### config.mk
export PLATFORM = sky130hd
export DESIGN_NAME = upcount_timer
export DESIGN_NICKNAME = d
export VERILOG_FILES = /design/src/rtl/tmr_pkg.sv /design/src/rtl/tmr_run_fsm.sv /design/src/rtl/tmr_count_core.sv /design/src/rtl/upcount_timer.sv
export SDC_FILE = /design/constraint.sdc
export NUM_CORES = 1
export LEC_CHECK = 0
export ABC_AREA = 1
export BUFFER_PORTS_ARGS = -buffer_cell sky130_fd_sc_hd__buf_4
export CORE_MARGIN = 3
export CORE_UTILIZATION = 35
export DETAILED_ROUTE_END_ITERATION = 10
export SYNTH_ARGS = -nofsm -noshare
export SYNTH_HDL_FRONTEND = slang
export SYNTH_HIERARCHICAL = 1
export SYNTH_SLANG_ARGS = --single-unit
### constraint.sdc
create_clock -name clk -period 3.6 [get_ports clk]
set_input_delay 0.18 -clock clk [delete_from_list [all_inputs] [get_ports clk]]
set_output_delay 0.18 -clock clk [all_outputs]
set_load 0.05 [all_outputs]
### src/rtl/tmr_pkg.sv
package tmr_pkg;
    typedef enum logic [1:0] {
        ST_OFF   = 2'd0,
        ST_RUN   = 2'd1,
        ST_PAUSE = 2'd2
    } run_state_e;

    localparam logic [1:0] SZ_BYTE = 2'd0;

    localparam int A_CTRL = 0;
    localparam int A_CFG  = 1;
    localparam int A_STAT = 2;
    localparam int A_EVG  = 3;
    localparam int A_CNT  = 4;
    localparam int A_PSC  = 5;
    localparam int A_ARR  = 6;
endpackage

### src/rtl/tmr_run_fsm.sv
module tmr_run_fsm
    import tmr_pkg::*;
(
    input  logic clk,
    input  logic rst_n,
    input  logic sw_start,
    input  logic sw_stop,
    input  logic trig_start,
    input  logic gate_mode,
    input  logic gate_in,
    input  logic opm_stop,
    output logic cen,
    output logic run
);
    run_state_e st, nxt, go_state;

    always_comb begin
        go_state = (gate_mode && !gate_in) ? ST_PAUSE : ST_RUN;
        nxt = st;
        unique case (st)
            ST_OFF:   if (sw_start || trig_start) nxt = go_state;         // START
            ST_RUN:   if (gate_mode && !gate_in) nxt = ST_PAUSE;          // CLOSE
            ST_PAUSE: if (!gate_mode || gate_in) nxt = ST_RUN;            // OPEN
            default:  nxt = ST_OFF;
        endcase
        if (opm_stop) nxt = ST_OFF;                                       // ONESHOT
        if (sw_stop) nxt = ST_OFF;                                        // STOP
        else if (sw_start && nxt == ST_OFF) nxt = go_state;               // software write wins
    end

    always_ff @(posedge clk or negedge rst_n) begin
        if (!rst_n) st <= ST_OFF;
        else        st <= nxt;
    end

    always_comb begin
        cen = (st != ST_OFF);
        run = (st == ST_RUN);
    end
endmodule

### src/rtl/tmr_count_core.sv
module tmr_count_core #(
    parameter int CNT_W = 16
) (
    input  logic             clk,
    input  logic             rst_n,
    input  logic             run,
    input  logic             reinit,
    input  logic             uev,
    input  logic             arpe,
    input  logic             cnt_wr,
    input  logic             psc_wr,
    input  logic             arr_wr,
    input  logic [CNT_W-1:0] wdata,
    output logic [CNT_W-1:0] cnt,
    output logic [CNT_W-1:0] psc_pre,
    output logic [CNT_W-1:0] psc_sh,
    output logic [CNT_W-1:0] arr_pre,
    output logic [CNT_W-1:0] arr_sh,
    output logic             ovf
);
    logic [CNT_W-1:0] pc;
    logic             tick, at_top;

    assign tick   = run && (pc == psc_sh);
    assign at_top = (arr_sh == '0) || (cnt >= arr_sh);
    assign ovf    = tick && (arr_sh != '0) && (cnt >= arr_sh);

    always_ff @(posedge clk or negedge rst_n) begin
        if (!rst_n) begin
            pc  <= '0;
            cnt <= '0;
        end else begin
            if (reinit)   pc <= '0;
            else if (run) pc <= tick ? '0 : pc + 1'b1;

            if (reinit)      cnt <= '0;
            else if (cnt_wr) cnt <= wdata;
            else if (tick)   cnt <= at_top ? '0 : cnt + 1'b1;
        end
    end

    always_ff @(posedge clk or negedge rst_n) begin
        if (!rst_n) begin
            psc_pre <= '0;
            psc_sh  <= '0;
            arr_pre <= '1;
            arr_sh  <= '1;
        end else begin
            if (psc_wr) psc_pre <= wdata;
            if (uev)    psc_sh  <= psc_pre;
            if (arr_wr) arr_pre <= wdata;
            if (arr_wr && !arpe) arr_sh <= wdata;
            else if (uev)        arr_sh <= arr_pre;
        end
    end
endmodule

### src/rtl/upcount_timer.sv
module upcount_timer
    import tmr_pkg::*;
#(
    parameter int CNT_W  = 16,
    parameter int DATA_W = 32,
    parameter int ADDR_W = 3
) (
    input  logic              clk,
    input  logic              rst_n,
    input  logic              bus_wr,
    input  logic [ADDR_W-1:0] bus_addr,
    input  logic [1:0]        bus_size,
    input  logic [DATA_W-1:0] bus_wdata,
    output logic [DATA_W-1:0] bus_rdata,
    input  logic              trig_in,
    input  logic              gate_in,
    input  logic              slv_rst_in,
    output logic              upd_irq,
    output logic              upd_dma
);
    localparam int HALF_W = (DATA_W < 16) ? DATA_W : 16;

    logic wr_ok, sel_ctrl, sel_cfg, sel_stat, sel_evg, sel_cnt, sel_psc, sel_arr;
    logic udis_q, urs_q, opm_q, arpe_q, irq_en_q, dma_en_q, gate_en_q, trg_en_q;
    logic flag_q, trig_q, reinit, uev, flag_set, ovf, cen, run, trig_start;
    logic [CNT_W-1:0]  cnt, psc_pre, psc_sh, arr_pre, arr_sh;
    logic [DATA_W-1:0] word;
    logic              unused_hi;

    assign wr_ok    = bus_wr && (bus_size != SZ_BYTE);
    assign sel_ctrl = wr_ok && (bus_addr == ADDR_W'(A_CTRL));
    assign sel_cfg  = wr_ok && (bus_addr == ADDR_W'(A_CFG));
    assign sel_stat = wr_ok && (bus_addr == ADDR_W'(A_STAT));
    assign sel_evg  = wr_ok && (bus_addr == ADDR_W'(A_EVG));
    assign sel_cnt  = wr_ok && (bus_addr == ADDR_W'(A_CNT));
    assign sel_psc  = wr_ok && (bus_addr == ADDR_W'(A_PSC));
    assign sel_arr  = wr_ok && (bus_addr == ADDR_W'(A_ARR));
    assign unused_hi = ^bus_wdata;

    assign reinit     = (sel_evg && bus_wdata[0]) || slv_rst_in;
    assign uev        = !udis_q && (reinit || ovf);
    assign flag_set   = uev && (ovf || !urs_q);
    assign trig_start = trg_en_q && trig_in && !trig_q;

    tmr_run_fsm u_fsm (
        .clk        (clk),
        .rst_n      (rst_n),
        .sw_start   (sel_ctrl && bus_wdata[0]),
        .sw_stop    (sel_ctrl && !bus_wdata[0]),
        .trig_start (trig_start),
        .gate_mode  (gate_en_q),
        .gate_in    (gate_in),
        .opm_stop   (opm_q && uev),
        .cen        (cen),
        .run        (run)
    );

    tmr_count_core #(.CNT_W(CNT_W)) u_core (
        .clk     (clk),
        .rst_n   (rst_n),
        .run     (run),
        .reinit  (reinit),
        .uev     (uev),
        .arpe    (arpe_q),
        .cnt_wr  (sel_cnt),
        .psc_wr  (sel_psc),
        .arr_wr  (sel_arr),
        .wdata   (bus_wdata[CNT_W-1:0]),
        .cnt     (cnt),
        .psc_pre (psc_pre),
        .psc_sh  (psc_sh),
        .arr_pre (arr_pre),
        .arr_sh  (arr_sh),
        .ovf     (ovf)
    );

    always_ff @(posedge clk or negedge rst_n) begin
        if (!rst_n) begin
            {udis_q, urs_q, opm_q, arpe_q} <= '0;
            {irq_en_q, dma_en_q, gate_en_q, trg_en_q} <= '0;
            flag_q  <= 1'b0;
            trig_q  <= 1'b0;
            upd_dma <= 1'b0;
        end else begin
            trig_q  <= trig_in;
            upd_dma <= flag_set && dma_en_q;
            if (sel_ctrl) begin
                udis_q <= bus_wdata[1];
                urs_q  <= bus_wdata[2];
                opm_q  <= bus_wdata[3];
                arpe_q <= bus_wdata[7];
            end
            if (sel_cfg) begin
                irq_en_q  <= bus_wdata[0];
                dma_en_q  <= bus_wdata[1];
                gate_en_q <= bus_wdata[4];
                trg_en_q  <= bus_wdata[5];
            end
            if (flag_set)                     flag_q <= 1'b1;
            else if (sel_stat && !bus_wdata[0]) flag_q <= 1'b0;
        end
    end

    assign upd_irq = flag_q && irq_en_q;

    always_comb begin
        word = '0;
        case (int'(bus_addr))
            A_CTRL:  word[7:0] = {arpe_q, 3'b000, opm_q, urs_q, udis_q, cen};
            A_CFG:   word[5:0] = {trg_en_q, gate_en_q, 2'b00, dma_en_q, irq_en_q};
            A_STAT:  word[0]   = flag_q;
            A_CNT:   word[CNT_W-1:0] = cnt;
            A_PSC:   word[CNT_W-1:0] = psc_pre;
            A_ARR:   word[CNT_W-1:0] = arr_pre;
            default: word = '0;
        endcase
        case (bus_size)
            2'd0:    bus_rdata = {{(DATA_W-8){1'b0}}, word[7:0]};
            2'd1:    bus_rdata = {{(DATA_W-HALF_W){1'b0}}, word[HALF_W-1:0]};
            default: bus_rdata = word;
        endcase
    end
endmodule

Word-level counts from Yosys, hierarchy flattened
Cells that the tools add are included.
{ "classes": {"reduce_logical": 50, "n_addsub": 2, "n_mux": 24, "magnitude_cmp": 1, "n_eq_ne": 9} }
{ "ops": {"columns": ["op", "n"], "rows": [
  ["$mux W16", 10],
  ["$add A16 B1 Y16 const B", 2],
  ["$logic_and A1 B1 Y1", 25],
  ["$pmux W5 S5", 1],
  ["$pmux W8 S3", 1],
  ["$eq A16 B16 Y1", 1],
  ["$ge A16 B16 Y1", 1],
  ["$logic_not A16 Y1", 1],
  ["$reduce_bool A16 Y1", 1],
  ["$mux W2", 7],
  ["$reduce_bool A2 Y1", 5],
  ["$eq A3 B3 Y1 const B", 3],
  ["$pmux W2 S4", 1],
  ["$logic_not A1 Y1", 7],
  ["$eq A3 B2 Y1 const B", 2],
  ["$logic_not A2 Y1", 3],
  ["$logic_or A1 B1 Y1", 6],
  ["$pmux W1 S6", 1],
  ["$pmux W2 S3", 1],
  ["$eq A3 B1 Y1 const B", 1],
  ["$logic_not A3 Y1", 1],
  ["$reduce_bool A3 Y1", 1],
  ["$eq A2 B1 Y1 const B", 1],
  ["$eq A2 B2 Y1 const B", 1],
  ["$mux W1", 2]
]} }
{ "word_totals": {"out_inout_bits": 34, "inputBits": 43, "register_bits": 109} }

Longest topological paths before layout
{ "logic_depth": {"ltp_word": 13, "mapped_depth": 21, "depth_no_buf": 19} }

Modules after synthesis
The synthesis kept the hierarchy.
{ "by_module_without_submodules": {"columns": ["mod", "cells_per_inst", "area_each_um2", "seq_area_each_um2", "n_inst"], "rows": [
  ["tmr_count_core", 708, 5501.5, 2442.3, 1],
  ["upcount_timer", 198, 1147.4, 275.3, 1],
  ["tmr_run_fsm", 18, 115.1, 50.0, 1]
]} }

Worst setup path before layout
OpenSTA, ideal clock, no wires.
{ "synth_timing": {"path_kind": "register to register", "startpoint": "reg u_core.arr_sh[9]", "endpoint": "reg u_core.arr_sh[10]", "path_slack_ps": 841, "setup_ps": 85, "path_buffers": 3, "path_stages_with_launch": 19, "synth_period_minus_slack_ps": 2759, "arrival_ps": 2674, "t_required_ps": 3515, "path_cell_list": "dfstp_2 > inv_1 > ha_1 > nand2_1 > inv_1 > o21bai_1 > a21oi_1 > nor2_1 > and2_1 > nor3_1 > inv_1 > nand3_1 > nand2_1 > inv_1 > clkbuf_1 > or2_2 > buf_2 > buf_2 > o221ai_1"} }
{ "synth_via": {"elab_chain_cells": 6} }
{ "synth_rtl": {"columns": ["element", "line_no", "text"], "rows": [
  ["start, declared", "tmr_count_core.sv:18", "output logic [CNT_W-1:0] arr_sh,"],
  ["start signal, assigned", "tmr_count_core.sv:52", "if (arr_wr && !arpe) arr_sh <= wdata;"],
  ["start signal, assigned", "tmr_count_core.sv:53", "else if (uev) arr_sh <= arr_pre;"],
  ["branches (longest 2 deep; another with $ge A16 B16 Y1)", null, null],
  ["$logic_and A1 B1 Y1 *", "tmr_count_core.sv:26", "assign ovf = tick && (arr_sh != '0) && (cnt >= arr_sh);"],
  ["via ovf", "upcount_timer.sv:25", "logic flag_q, trig_q, reinit, uev, flag_set, ovf, cen, run, trig_start;"],
  ["$logic_or A1 B1 Y1 *", "upcount_timer.sv:41", "assign uev = !udis_q && (reinit || ovf);"],
  ["$logic_and A1 B1 Y1 *", "upcount_timer.sv:41", null],
  ["via uev", "upcount_timer.sv:25", null],
  ["$reduce_bool A2 Y1 (no line) *", null, null]
]} }
Mark *: on every way through the listed nets, which the timed path passes.
A chain may end at the register's enable or synchronous reset.

Worst setup path in the final report
{ "layout_timing": {"startpoint": "reg u_core.arr_sh[15]", "endpoint": "reg u_core.arr_sh[11]"} }
Same word-level chain as after synthesis.

==> results.yml <==
clock_tree:
  cts_max_path_buffers: 2
  cts_tree: "yes"
  cts_made_buffers: 9
  cts_setup_buffers: 0
  cts-root-buf: "clkbuf_16"
  clk_pin_slew_ns: 0.07
  ctsHtreeMaxLevel: 3
  clock_latency_ns: 0.36
  cts_sinks: 109
sta:
  finalSetupTns_ns: 0
  finalHoldViolations: 0
  finalSetupViolCount: 0
  rsz0062_at_grt: "false"
  setup_ws_ns: 0.630
  relSlewSlack_pct: 25.0
  finalCriticalPeriod_ns: 2.97
  finClkSkew_ns: 0.0116
  fin_crit_sh_pct: 82.5
  slew_viol_final: 0
  worst_pin_slew_ns: 1.12
  hold-worst-slack_ns: 0.0717
  fmax_mhz: 337
logic_synthesis:
  synth_area_sq_mm: 0.00676
  ys_warn_count: 6
  synth.avg_cell_area_sq_um: 7.32
  synth_cells: 924
  yosysUniqueCellTypes: 41
  synth.area.top_cells: "dfrtp_1 28%, nand2_1 17%, dfstp_2 12%"
  yosys-top-cells-count: "309 x nand2_1, 105 x inv_1, 82 x nor2_1, 77 x dfrtp_1, 54 x nand3_1"
  synth-seq-cells: 109
  synth.top_cell.area_share_pct: 28.5
  ys.flop_type: "dfrtp_1"
  synth_edf_count: 0
  synth_top_area_cell: "dfrtp_1"
  synthMostInstantiatedCell: "nand2_1"
  seq_area_frac_synth_pct: 40.9
  synth_async_sr_flop_share_pct: 100
placed_design:
  dpl_cell_area_sq_mm: 0.00733
  port_buffers: 44
  dp_hpwl_mm: 13.8
  pre_cts_ws_ns: 0.674
  gp_congestion: 0.920
  dp_cells: 1214
worst_setup_path:
  timing_worst_setup_path_type: "register to register"
  end_kind: "register"
  startpoint_type: "register"
  arrival_ns: 3.23
  critPathMaxFanout: 16
  critPathRequiredTime_ns: 3.86
power_and_ir_drop:
  irDropWorstVdd_mv: 0.212
  power_density_mw_per_mm2: 488
  leakage_nw: 3.71
grt:
  track_usage_pct: 18.4
  grt_max_degree: 68
  antenna_found_initial: 0
  grt_pass1_wl_mm: 31.5
  grt_pass1_vias: 6010
  grt_overflow: 0
cells_and_area:
  fin_cells: 1232
  fin_nets: 1028
  design_area_sq_mm: 0.00768
  final.fill_count: 1982
  area_delta_synth_final_pct: 13.6
  layout-drive-gt1-share_pct: 14.9
  diodes: 0
route:
  final_antenna_net_count: 0
  routed_wl_mm: 19.1
  vias_per_cell: 4.99
  wl_per_cell_um: 15.5
  vias: 6148
  dr.first_iter.drc_count: 448
  drc_errors: 0
  first_pass_iters: 5
floorplanning:
  die-area_sq_mm: 0.0210
  io_pins: 77
  rows: 50
  die_w_um: 145
  chipHeight_um: 145
  start_util_pct: 35.9
  coreArea_sq_mm: 0.0188
worst_hold_path:
  min_path_type: "input pin to register"
outcome:
  status: "finished, final reports clean"
job:
  max_cap_violations: 0
where the power goes:
part           switching, W  internal [W]  total, W  leakage, nW
Sequential         0.000143       0.00152   0.00167         1.33
Combinational      0.000640      0.000323  0.000962         2.22
Clock              0.000466      0.000657   0.00112        0.160
Total               0.00125       0.00250   0.00375         3.71
routing by layer:
layer | global-route usage (%) | up-vias | share of wire (%)
li1 | - | 3024 | -
met1 | 25.2 | 2966 | 46
met2 | 30.3 | 138 | 48
met3 | 3.25 | 20 | 4.5
met4 | 4.56 | 0 | 1.8
met5 | 0 | - | 0
cell type report:
cell class	instances	area (sq um)	share of cell area [%]
multi-input cells	670	3370	43.8
flip-flops and latches	109	2770	36.0
repair buffers	59	448	5.83
inverters	118	445	5.80
well taps	260	325	4.23
clock buffers	13	262	3.40
clock inverters	3	68.8	0.895
cell usage in the layout, fill, tap and decap left out, drive strengths merged, types with 18 or more instances in the layout:
cell / instances
nand2: 311
inv: 119
nor2: 85
dfrtp: 77
buf: 57
nand3: 56
o21ai: 48
nand4: 35
dfstp: 32
a21oi: 20
ha: 18
state kept, by name, summed over array words and instances, names as in the netlist, 2 cells and up:
register / flops
u_core/arr_pre: 16
u_core/arr_sh: 16
u_core/cnt: 16
u_core/pc: 16
u_core/psc_pre: 16
u_core/psc_sh: 16
u_fsm/st: 2
metrics by stage:
stage               util, %  power, W
floorplan                 -   0.00235
global placement       39.0   0.00263
detailed placement     39.0   0.00265
CTS                    40.8   0.00379
global route           40.8   0.00399
finish                 40.8   0.00375
path summary, 6_finish.rpt:
path                                   start                end  slack [ns]  cells past startpoint
hold reg to reg                       udis_q             udis_q        0.49                      2
setup / recovery           u_core/arr_sh[15]  u_core/arr_sh[11]        0.63                     13
hold / removal                       gate_in        u_fsm/st[1]        0.07                      4
min in group asynchronous              rst_n       u_core/pc[6]        0.51                      2
max in group asynchronous              rst_n   u_core/arr_sh[7]        2.19                      3
setup reg to reg           u_core/arr_sh[15]  u_core/arr_sh[11]        0.63                     13
cell families (layout without fill, tap and decap cells):
family	after synthesis	after routing	synth area share (%)
adder cells (fa/ha/maj)	18	18	3.33
XOR/XNOR	20	20	2.70
AND/OR/NAND/NOR	512	512	32.6
other	1	16	0.0554
buffers and inverters	160	193	10.3
multiplexers	12	12	2.00
flip-flops	109	109	40.9
AO/OA/AOI/OAI	92	92	8.10
worst max-delay path, cell delays in order, from the launching register on:
cell and delay [ns]:
dfstp_2 0.52, inv_1 0.07, ha_1 0.32, nand4_1 0.12, nor3_1 0.28, nand2_1 0.11, and2_1 0.16, nor3_1 0.31
inv_1 0.10, nand3_1 0.11, nand2_1 0.09, inv_1 0.11, or2_2 0.38, o221ai_1 0.18
what timing repair did:
item                                   CTS  global route
gates resized for setup                  0             0
hold buffers                             2             0
endpoints found under the hold margin   50             0
(Power assumes the default switching activity.)
